$ cat src/rtl/bitalias_pkg.sv
package bitalias_pkg;

    // Sequencer phase of the translator.
    typedef enum logic [1:0] {
        ST_IDLE,
        ST_DN_REQ,
        ST_DN_RSP,
        ST_UP_RSP
    } xl_state_e;

    // What the accepted upstream request turned into.
    typedef enum logic [1:0] {
        KIND_PASS,
        KIND_BIT_RD,
        KIND_BIT_WR
    } xl_kind_e;

endpackage

$ cat src/rtl/bitalias_win_match.sv
// One alias window: hit detection and byte address rebuild.
module bitalias_win_match #(
    parameter int unsigned          ADDR_W     = 32,
    parameter int unsigned          BAND_BITS  = 20,
    parameter logic [ADDR_W-1:0]    BAND_BASE  = 32'h2000_0000,
    parameter logic [ADDR_W-1:0]    ALIAS_BASE = 32'h2200_0000
) (
    input  logic [ADDR_W-1:0] addr_i,
    output logic              hit_o,
    output logic [ADDR_W-1:0] byte_addr_o
);
    // One alias word per bit: window is 32x the band, so 5 more bits.
    localparam int unsigned TAG_LSB = BAND_BITS + 5;

    logic [ADDR_W-1:0] offset;
    logic              unused_lo;

    assign hit_o       = (addr_i[ADDR_W-1:TAG_LSB] == ALIAS_BASE[ADDR_W-1:TAG_LSB]);
    assign offset      = {{(ADDR_W-BAND_BITS){1'b0}}, addr_i[TAG_LSB-1:5]};
    assign byte_addr_o = BAND_BASE + offset;
    assign unused_lo   = ^addr_i[4:0];
endmodule

$ cat src/rtl/bitalias_decode.sv
// Combines all alias windows into one decode result.
module bitalias_decode #(
    parameter int unsigned ADDR_W    = 32,
    parameter int unsigned DATA_W    = 32,
    parameter int unsigned BAND_BITS = 20,
    parameter int unsigned NUM_WIN   = 2,
    parameter logic [NUM_WIN-1:0][ADDR_W-1:0] BAND_BASE  = {32'h4000_0000, 32'h2000_0000},
    parameter logic [NUM_WIN-1:0][ADDR_W-1:0] ALIAS_BASE = {32'h4200_0000, 32'h2200_0000},
    localparam int unsigned LANE_W = $clog2(DATA_W/8),
    localparam int unsigned IDX_W  = $clog2(DATA_W)
) (
    input  logic [ADDR_W-1:0] addr_i,
    output logic              is_alias_o,
    output logic [ADDR_W-1:0] word_addr_o,
    output logic [IDX_W-1:0]  bit_idx_o
);
    logic [NUM_WIN-1:0]             hit;
    logic [NUM_WIN-1:0][ADDR_W-1:0] byte_addr;
    logic [ADDR_W-1:0]              sel_byte;

    for (genvar g = 0; g < NUM_WIN; g++) begin : g_win
        bitalias_win_match #(
            .ADDR_W     (ADDR_W),
            .BAND_BITS  (BAND_BITS),
            .BAND_BASE  (BAND_BASE[g]),
            .ALIAS_BASE (ALIAS_BASE[g])
        ) i_win (
            .addr_i      (addr_i),
            .hit_o       (hit[g]),
            .byte_addr_o (byte_addr[g])
        );
    end

    always_comb begin
        is_alias_o = 1'b0;
        sel_byte   = '0;
        for (int i = 0; i < NUM_WIN; i++) begin
            if (hit[i]) begin
                is_alias_o = 1'b1;
                sel_byte   = byte_addr[i];
            end
        end
    end

    // Little-endian: byte lane selects the group of 8 bits in the word.
    assign word_addr_o = {sel_byte[ADDR_W-1:LANE_W], {LANE_W{1'b0}}};
    assign bit_idx_o   = {sel_byte[LANE_W-1:0], addr_i[4:2]};
endmodule

$ cat src/rtl/bitalias_bit_ops.sv
// Single-bit extraction and insertion on a data word.
module bitalias_bit_ops #(
    parameter int unsigned DATA_W = 32,
    localparam int unsigned IDX_W = $clog2(DATA_W)
) (
    input  logic [DATA_W-1:0] word_i,
    input  logic [IDX_W-1:0]  idx_i,
    input  logic              bit_i,
    output logic [DATA_W-1:0] zext_bit_o,
    output logic [DATA_W-1:0] word_o
);
    always_comb begin
        zext_bit_o    = '0;
        zext_bit_o[0] = word_i[idx_i];
        word_o        = word_i;
        word_o[idx_i] = bit_i;
    end
endmodule

$ cat src/rtl/bitalias_xlate.sv
module bitalias_xlate
    import bitalias_pkg::*;
#(
    parameter int unsigned ADDR_W    = 32,
    parameter int unsigned DATA_W    = 32,
    parameter int unsigned BAND_BITS = 20,
    parameter int unsigned NUM_WIN   = 2,
    parameter logic [NUM_WIN-1:0][ADDR_W-1:0] BAND_BASE  = {32'h4000_0000, 32'h2000_0000},
    parameter logic [NUM_WIN-1:0][ADDR_W-1:0] ALIAS_BASE = {32'h4200_0000, 32'h2200_0000}
) (
    input  logic              clk,
    input  logic              rst_n,
    input  logic              up_req_valid,
    output logic              up_req_ready,
    input  logic [ADDR_W-1:0] up_req_addr,
    input  logic              up_req_we,
    input  logic [DATA_W-1:0] up_req_wdata,
    output logic              up_rsp_valid,
    input  logic              up_rsp_ready,
    output logic [DATA_W-1:0] up_rsp_rdata,
    output logic              up_rsp_err,
    output logic              dn_req_valid,
    input  logic              dn_req_ready,
    output logic [ADDR_W-1:0] dn_req_addr,
    output logic              dn_req_we,
    output logic [DATA_W-1:0] dn_req_wdata,
    input  logic              dn_rsp_valid,
    output logic              dn_rsp_ready,
    input  logic [DATA_W-1:0] dn_rsp_rdata,
    input  logic              dn_rsp_err
);
    localparam int unsigned IDX_W = $clog2(DATA_W);

    typedef struct packed {
        xl_state_e         st;
        xl_kind_e          kind;
        logic [ADDR_W-1:0] addr;
        logic              we;
        logic [DATA_W-1:0] wdata;
        logic [IDX_W-1:0]  bit_idx;
        logic              new_bit;
        logic [DATA_W-1:0] rdata;
        logic              err;
    } xl_regs_t;

    xl_regs_t r_d, r_q;

    logic              dec_alias;
    logic [ADDR_W-1:0] dec_word_addr;
    logic [IDX_W-1:0]  dec_bit_idx;
    logic [DATA_W-1:0] rd_bit_word;
    logic [DATA_W-1:0] merged_word;

    bitalias_decode #(
        .ADDR_W     (ADDR_W),
        .DATA_W     (DATA_W),
        .BAND_BITS  (BAND_BITS),
        .NUM_WIN    (NUM_WIN),
        .BAND_BASE  (BAND_BASE),
        .ALIAS_BASE (ALIAS_BASE)
    ) i_decode (
        .addr_i      (up_req_addr),
        .is_alias_o  (dec_alias),
        .word_addr_o (dec_word_addr),
        .bit_idx_o   (dec_bit_idx)
    );

    bitalias_bit_ops #(
        .DATA_W (DATA_W)
    ) i_bit_ops (
        .word_i     (dn_rsp_rdata),
        .idx_i      (r_q.bit_idx),
        .bit_i      (r_q.new_bit),
        .zext_bit_o (rd_bit_word),
        .word_o     (merged_word)
    );

    always_comb begin
        r_d = r_q;

        up_req_ready = 1'b0;
        dn_req_valid = 1'b0;
        dn_rsp_ready = 1'b0;
        up_rsp_valid = 1'b0;

        unique case (r_q.st)
            ST_IDLE: begin
                up_req_ready = 1'b1;
                if (up_req_valid) begin
                    r_d.st      = ST_DN_REQ;
                    r_d.wdata   = up_req_wdata;
                    r_d.new_bit = up_req_wdata[0];
                    r_d.bit_idx = dec_bit_idx;
                    r_d.rdata   = '0;
                    r_d.err     = 1'b0;
                    if (dec_alias) begin
                        r_d.kind = up_req_we ? KIND_BIT_WR : KIND_BIT_RD;
                        r_d.addr = dec_word_addr;
                        r_d.we   = 1'b0;  // both alias kinds start with a read
                    end else begin
                        r_d.kind = KIND_PASS;
                        r_d.addr = up_req_addr;
                        r_d.we   = up_req_we;
                    end
                end
            end

            ST_DN_REQ: begin
                dn_req_valid = 1'b1;
                if (dn_req_ready) begin
                    r_d.st = ST_DN_RSP;
                end
            end

            ST_DN_RSP: begin
                dn_rsp_ready = 1'b1;
                if (dn_rsp_valid) begin
                    r_d.st  = ST_UP_RSP;
                    r_d.err = dn_rsp_err;
                    unique case (r_q.kind)
                        KIND_PASS: begin
                            r_d.rdata = dn_rsp_rdata;
                        end
                        KIND_BIT_RD: begin
                            r_d.rdata = dn_rsp_err ? '0 : rd_bit_word;
                        end
                        default: begin
                            r_d.rdata = '0;
                            if (!r_q.we && !dn_rsp_err) begin
                                // read step done: write the merged word back
                                r_d.st    = ST_DN_REQ;
                                r_d.we    = 1'b1;
                                r_d.wdata = merged_word;
                            end
                        end
                    endcase
                end
            end

            ST_UP_RSP: begin
                up_rsp_valid = 1'b1;
                if (up_rsp_ready) begin
                    r_d.st = ST_IDLE;
                end
            end

            default: r_d.st = ST_IDLE;
        endcase
    end

    always_ff @(posedge clk) begin
        if (!rst_n) begin
            r_q.st      <= ST_IDLE;
            r_q.kind    <= KIND_PASS;
            r_q.addr    <= '0;
            r_q.we      <= 1'b0;
            r_q.wdata   <= '0;
            r_q.bit_idx <= '0;
            r_q.new_bit <= 1'b0;
            r_q.rdata   <= '0;
            r_q.err     <= 1'b0;
        end else begin
            r_q <= r_d;
        end
    end

    assign dn_req_addr  = r_q.addr;
    assign dn_req_we    = r_q.we;
    assign dn_req_wdata = r_q.wdata;
    assign up_rsp_rdata = r_q.rdata;
    assign up_rsp_err   = r_q.err;
endmodule

$ cat config.mk
export PLATFORM = sky130hd
export DESIGN_NAME = bitalias_xlate
export DESIGN_NICKNAME = d
export VERILOG_FILES = /design/src/rtl/bitalias_pkg.sv /design/src/rtl/bitalias_win_match.sv /design/src/rtl/bitalias_decode.sv /design/src/rtl/bitalias_bit_ops.sv /design/src/rtl/bitalias_xlate.sv
export SDC_FILE = /design/constraint.sdc
export NUM_CORES = 1
export LEC_CHECK = 0
export BUFFER_PORTS_ARGS = -buffer_cell sky130_fd_sc_hd__buf_2
export CORE_MARGIN = 10
export CORE_UTILIZATION = 38
export CTS_BUF_LIST = sky130_fd_sc_hd__clkbuf_4
export CTS_CLUSTER_DIAMETER = 100
export DETAILED_ROUTE_END_ITERATION = 10
export PLACE_DENSITY_LB_ADDON = 0.3
export SYNTH_ARGS = -nofsm -noshare
export SYNTH_HDL_FRONTEND = slang
export SYNTH_SLANG_ARGS = --single-unit
$ cat constraint.sdc
create_clock -name clk -period 2.1 [get_ports clk]
set_clock_uncertainty 0.15 [all_clocks]
set_input_delay 0.21 -clock clk [delete_from_list [all_inputs] [get_ports clk]]
set_output_delay 0.21 -clock clk [all_outputs]
set_load 0.05 [all_outputs]
==> metrics <==
mux contribution to synthesized area=0.07445; drt drc=0; IO Pins=206; worst relative slew slack=0.6790; Cell Area, Placed=6942 um^2; Post-synth ARST share=0; Tot GR Track Use=0.1861; initial core utilization=0.3855; post-synth top area share=0.3394; Synth Area in Compound Gates=0.2300; routed via count=5987; area of the core=16520 um^2; Die H=149.5 um; Initial DRT Pass Iterations=4; Main synth FF type=dfxtp_1; Cell Area, Synth=approximately 6400 um^2; critical path required time=1740 ps; Iter 0 DRT Violations=a little under 500; H-tree Lvls=3; fin nets=a little over 1000; M1 WL=8990 um; CP Capture Type=output pin; fin crit share=0.9506; status=finished, final reports clean; routed length per instance=18.69 um; Post-synth EDFFs=0; Worst setup SP type=register; max cap viols=0; post-synthesis xor/xnor area fraction=0.001375; Synth Area in Simple Gates=0.1882; worst hold-check path type=input port to register; final instance area=8090 um^2; Final ANT Viol Nets=0; Root Driver=clkbuf_4; f_max=around 500 MHz; Port Buffers=205; worst skew pair latency=490 ps; fillcell total=1591; crit-path max FO=25; clock buffer depth=2; Setup violations, final=0; top routing layer in use=met5; CTS sink cnt=108; initial antenna violation count=2; final hold vios=0; TritonCTS clock tree=done; Mapped Avg Cell Area=8.459 um^2; Synth area leaders=dfxtp_1 (34%), buf_4 (12%), nand2_1 (7.4%); Least-Margin Pin Slew=between 400 and 500 ps; share of cells above drive strength 1=0.2959; RSZ-0062 raised after global routing=no; Rows=47; DIE AREA=between 20000 and 25000 um^2; commonest non-fill, non-tap cell in the layout=buf_2; area occupied by multi-input gates=3167 um^2; met2 WL=10610 um; Mapped Nets=857; register area share after synthesis=0.3394; PwrDens=roughly 610 nW/um^2; FF/Latch Area=2170 um^2; most frequent cells in the layout=buf_2 (204), nand2_1 (125), dfxtp_1 (106), dlygate4sd3_1 (95); Max VDD drop=~350 uV; Post-Synthesis Cells=753; first-pass GRT wire length=about 33000 um; Clock transition at path regs=180 ps; Crit Path Class=register to output pin; Die W=149.5 um; Setup TNS=0 ps; #FFs+latches synth=about 110; Min Clock Period, post-route=1996 ps; Num CTS Buffers=9; largest net degree at the start of global routing=52; Ys Warns=0; Area growth syn-to-layout=27.01%; Routability Congestion=0.8441; vias in the first global route=around 5900; DR vias/cell=5.175; Synth cell types=47; Pins Over Slew Limit=0; leakage=3.673 nW; Worst EP arrival=1640 ps; Overflow after GRT=0; Reg2Reg Setup Slack=about 110 ps; dpl hpwl=15280 um; Design Power=4.934 mW; WL met3=around 1600 um; DRT Wirelength=approximately 22000 um; adder-cell share of the synthesized area=0; largest area contributor in the netlist=dfxtp_1; largest family of logic cells by synthesized area=compound AO/OA/AOI/OAI gates
cell usage after synthesis, types with 5 or more instances:
library cell	count
a311o_1	23
and2_1	5
clkbuf_1	31
a22oi_1	31
buf_4	101
nor2_1	17
nand3_1	26
nor2b_1	38
mux2i_1	35
o21ai_0	16
o211a_1	18
a21boi_0	23
buf_6	5
dfxtp_1	108
nand2_1	126
buf_2	23
a211o_1	9
a21oi_1	37
a21boi_1	29
cell type report:
class	count	share of cell area
clock buffer	9	0.008351
inverter	1	0.0004640
antenna	1	0.0003093
timing repair buffer	330	0.2870
tap	220	0.03402
sequential	108	0.2682
multi-input combinational	481	0.3914
clock inverter	7	0.01021
cells by family (layout without fill, tap and decap cells):
kind of cell / Yosys count / in the layout
AO/OA/AOI/OAI: 198 / 198
XOR/XNOR: 1 / 1
buffers and inverters: 164 / 347
flip-flops: 108 / 108
multiplexers: 42 / 42
other: 0 / 1
AND/OR/NAND/NOR: 240 / 240
worst paths after layout:
kind	from	to	cells past startpoint
setup / recovery	r_q[107]	dn_rsp_ready	3
hold / removal	up_req_wdata[28]	dn_req_wdata[28]	4
setup reg to reg	r_q[107]	dn_req_addr[27]	5
hold reg to reg	dn_req_wdata[17]	dn_req_wdata[17]	2
layer usage:
layer	track usage	vias up
met1	0.2223	2840
met5	0	-
met2	0.3127	203
met3	0.05223	29
li1	-	2913
met4	0.06526	2
power by group:
| group | leakage [nW] | internal [mW] | total [mW] | switching [mW] |
|---|---|---|---|---|
| Sequential | 0.882 | 2.17 | 2.25 | 0.0766 |
| Clock | 0.0751 | 0.381 | 1.16 | 0.780 |
| Combinational | 2.72 | 0.564 | 1.53 | 0.963 |
| Total | 3.67 | 3.11 | 4.93 | 1.82 |
metrics by stage:
stage               std cells  hold slack [ps]  utilization  worst slack, ps
floorplan                 753            204.9            -            170.8
global placement         1043            289.2       0.4201            276.7
detailed placement       1043            293.6       0.4201            240.5
CTS                      1154           0.5005       0.4872            7.196
global route             1157            13.01       0.4896            8.653
finish                   1157            21.73       0.4896            103.7
critical path, stage by stage, from the launching register on:
cell and delay, ps:
dfxtp_4 450, nor2b_4 260, buf_12 200, buf_4 220
repair_timing:
item,4_1_cts,5_1_grt
endpoints found under the setup margin,1,7
endpoints found under the hold margin,99,0
buffers inserted,0,1
gates resized for setup,4,2
hold buffers,95,0
gates cloned,0,1
flip-flops by register name, summed over array words and instances, names as in the netlist:
register,cells
dn_req_wdata,32
r_q,10
up_rsp_rdata,32
dn_req_addr,32
up_rsp_err,1
dn_req_we,1
Note: power is estimated with default switching activity, not from simulation.
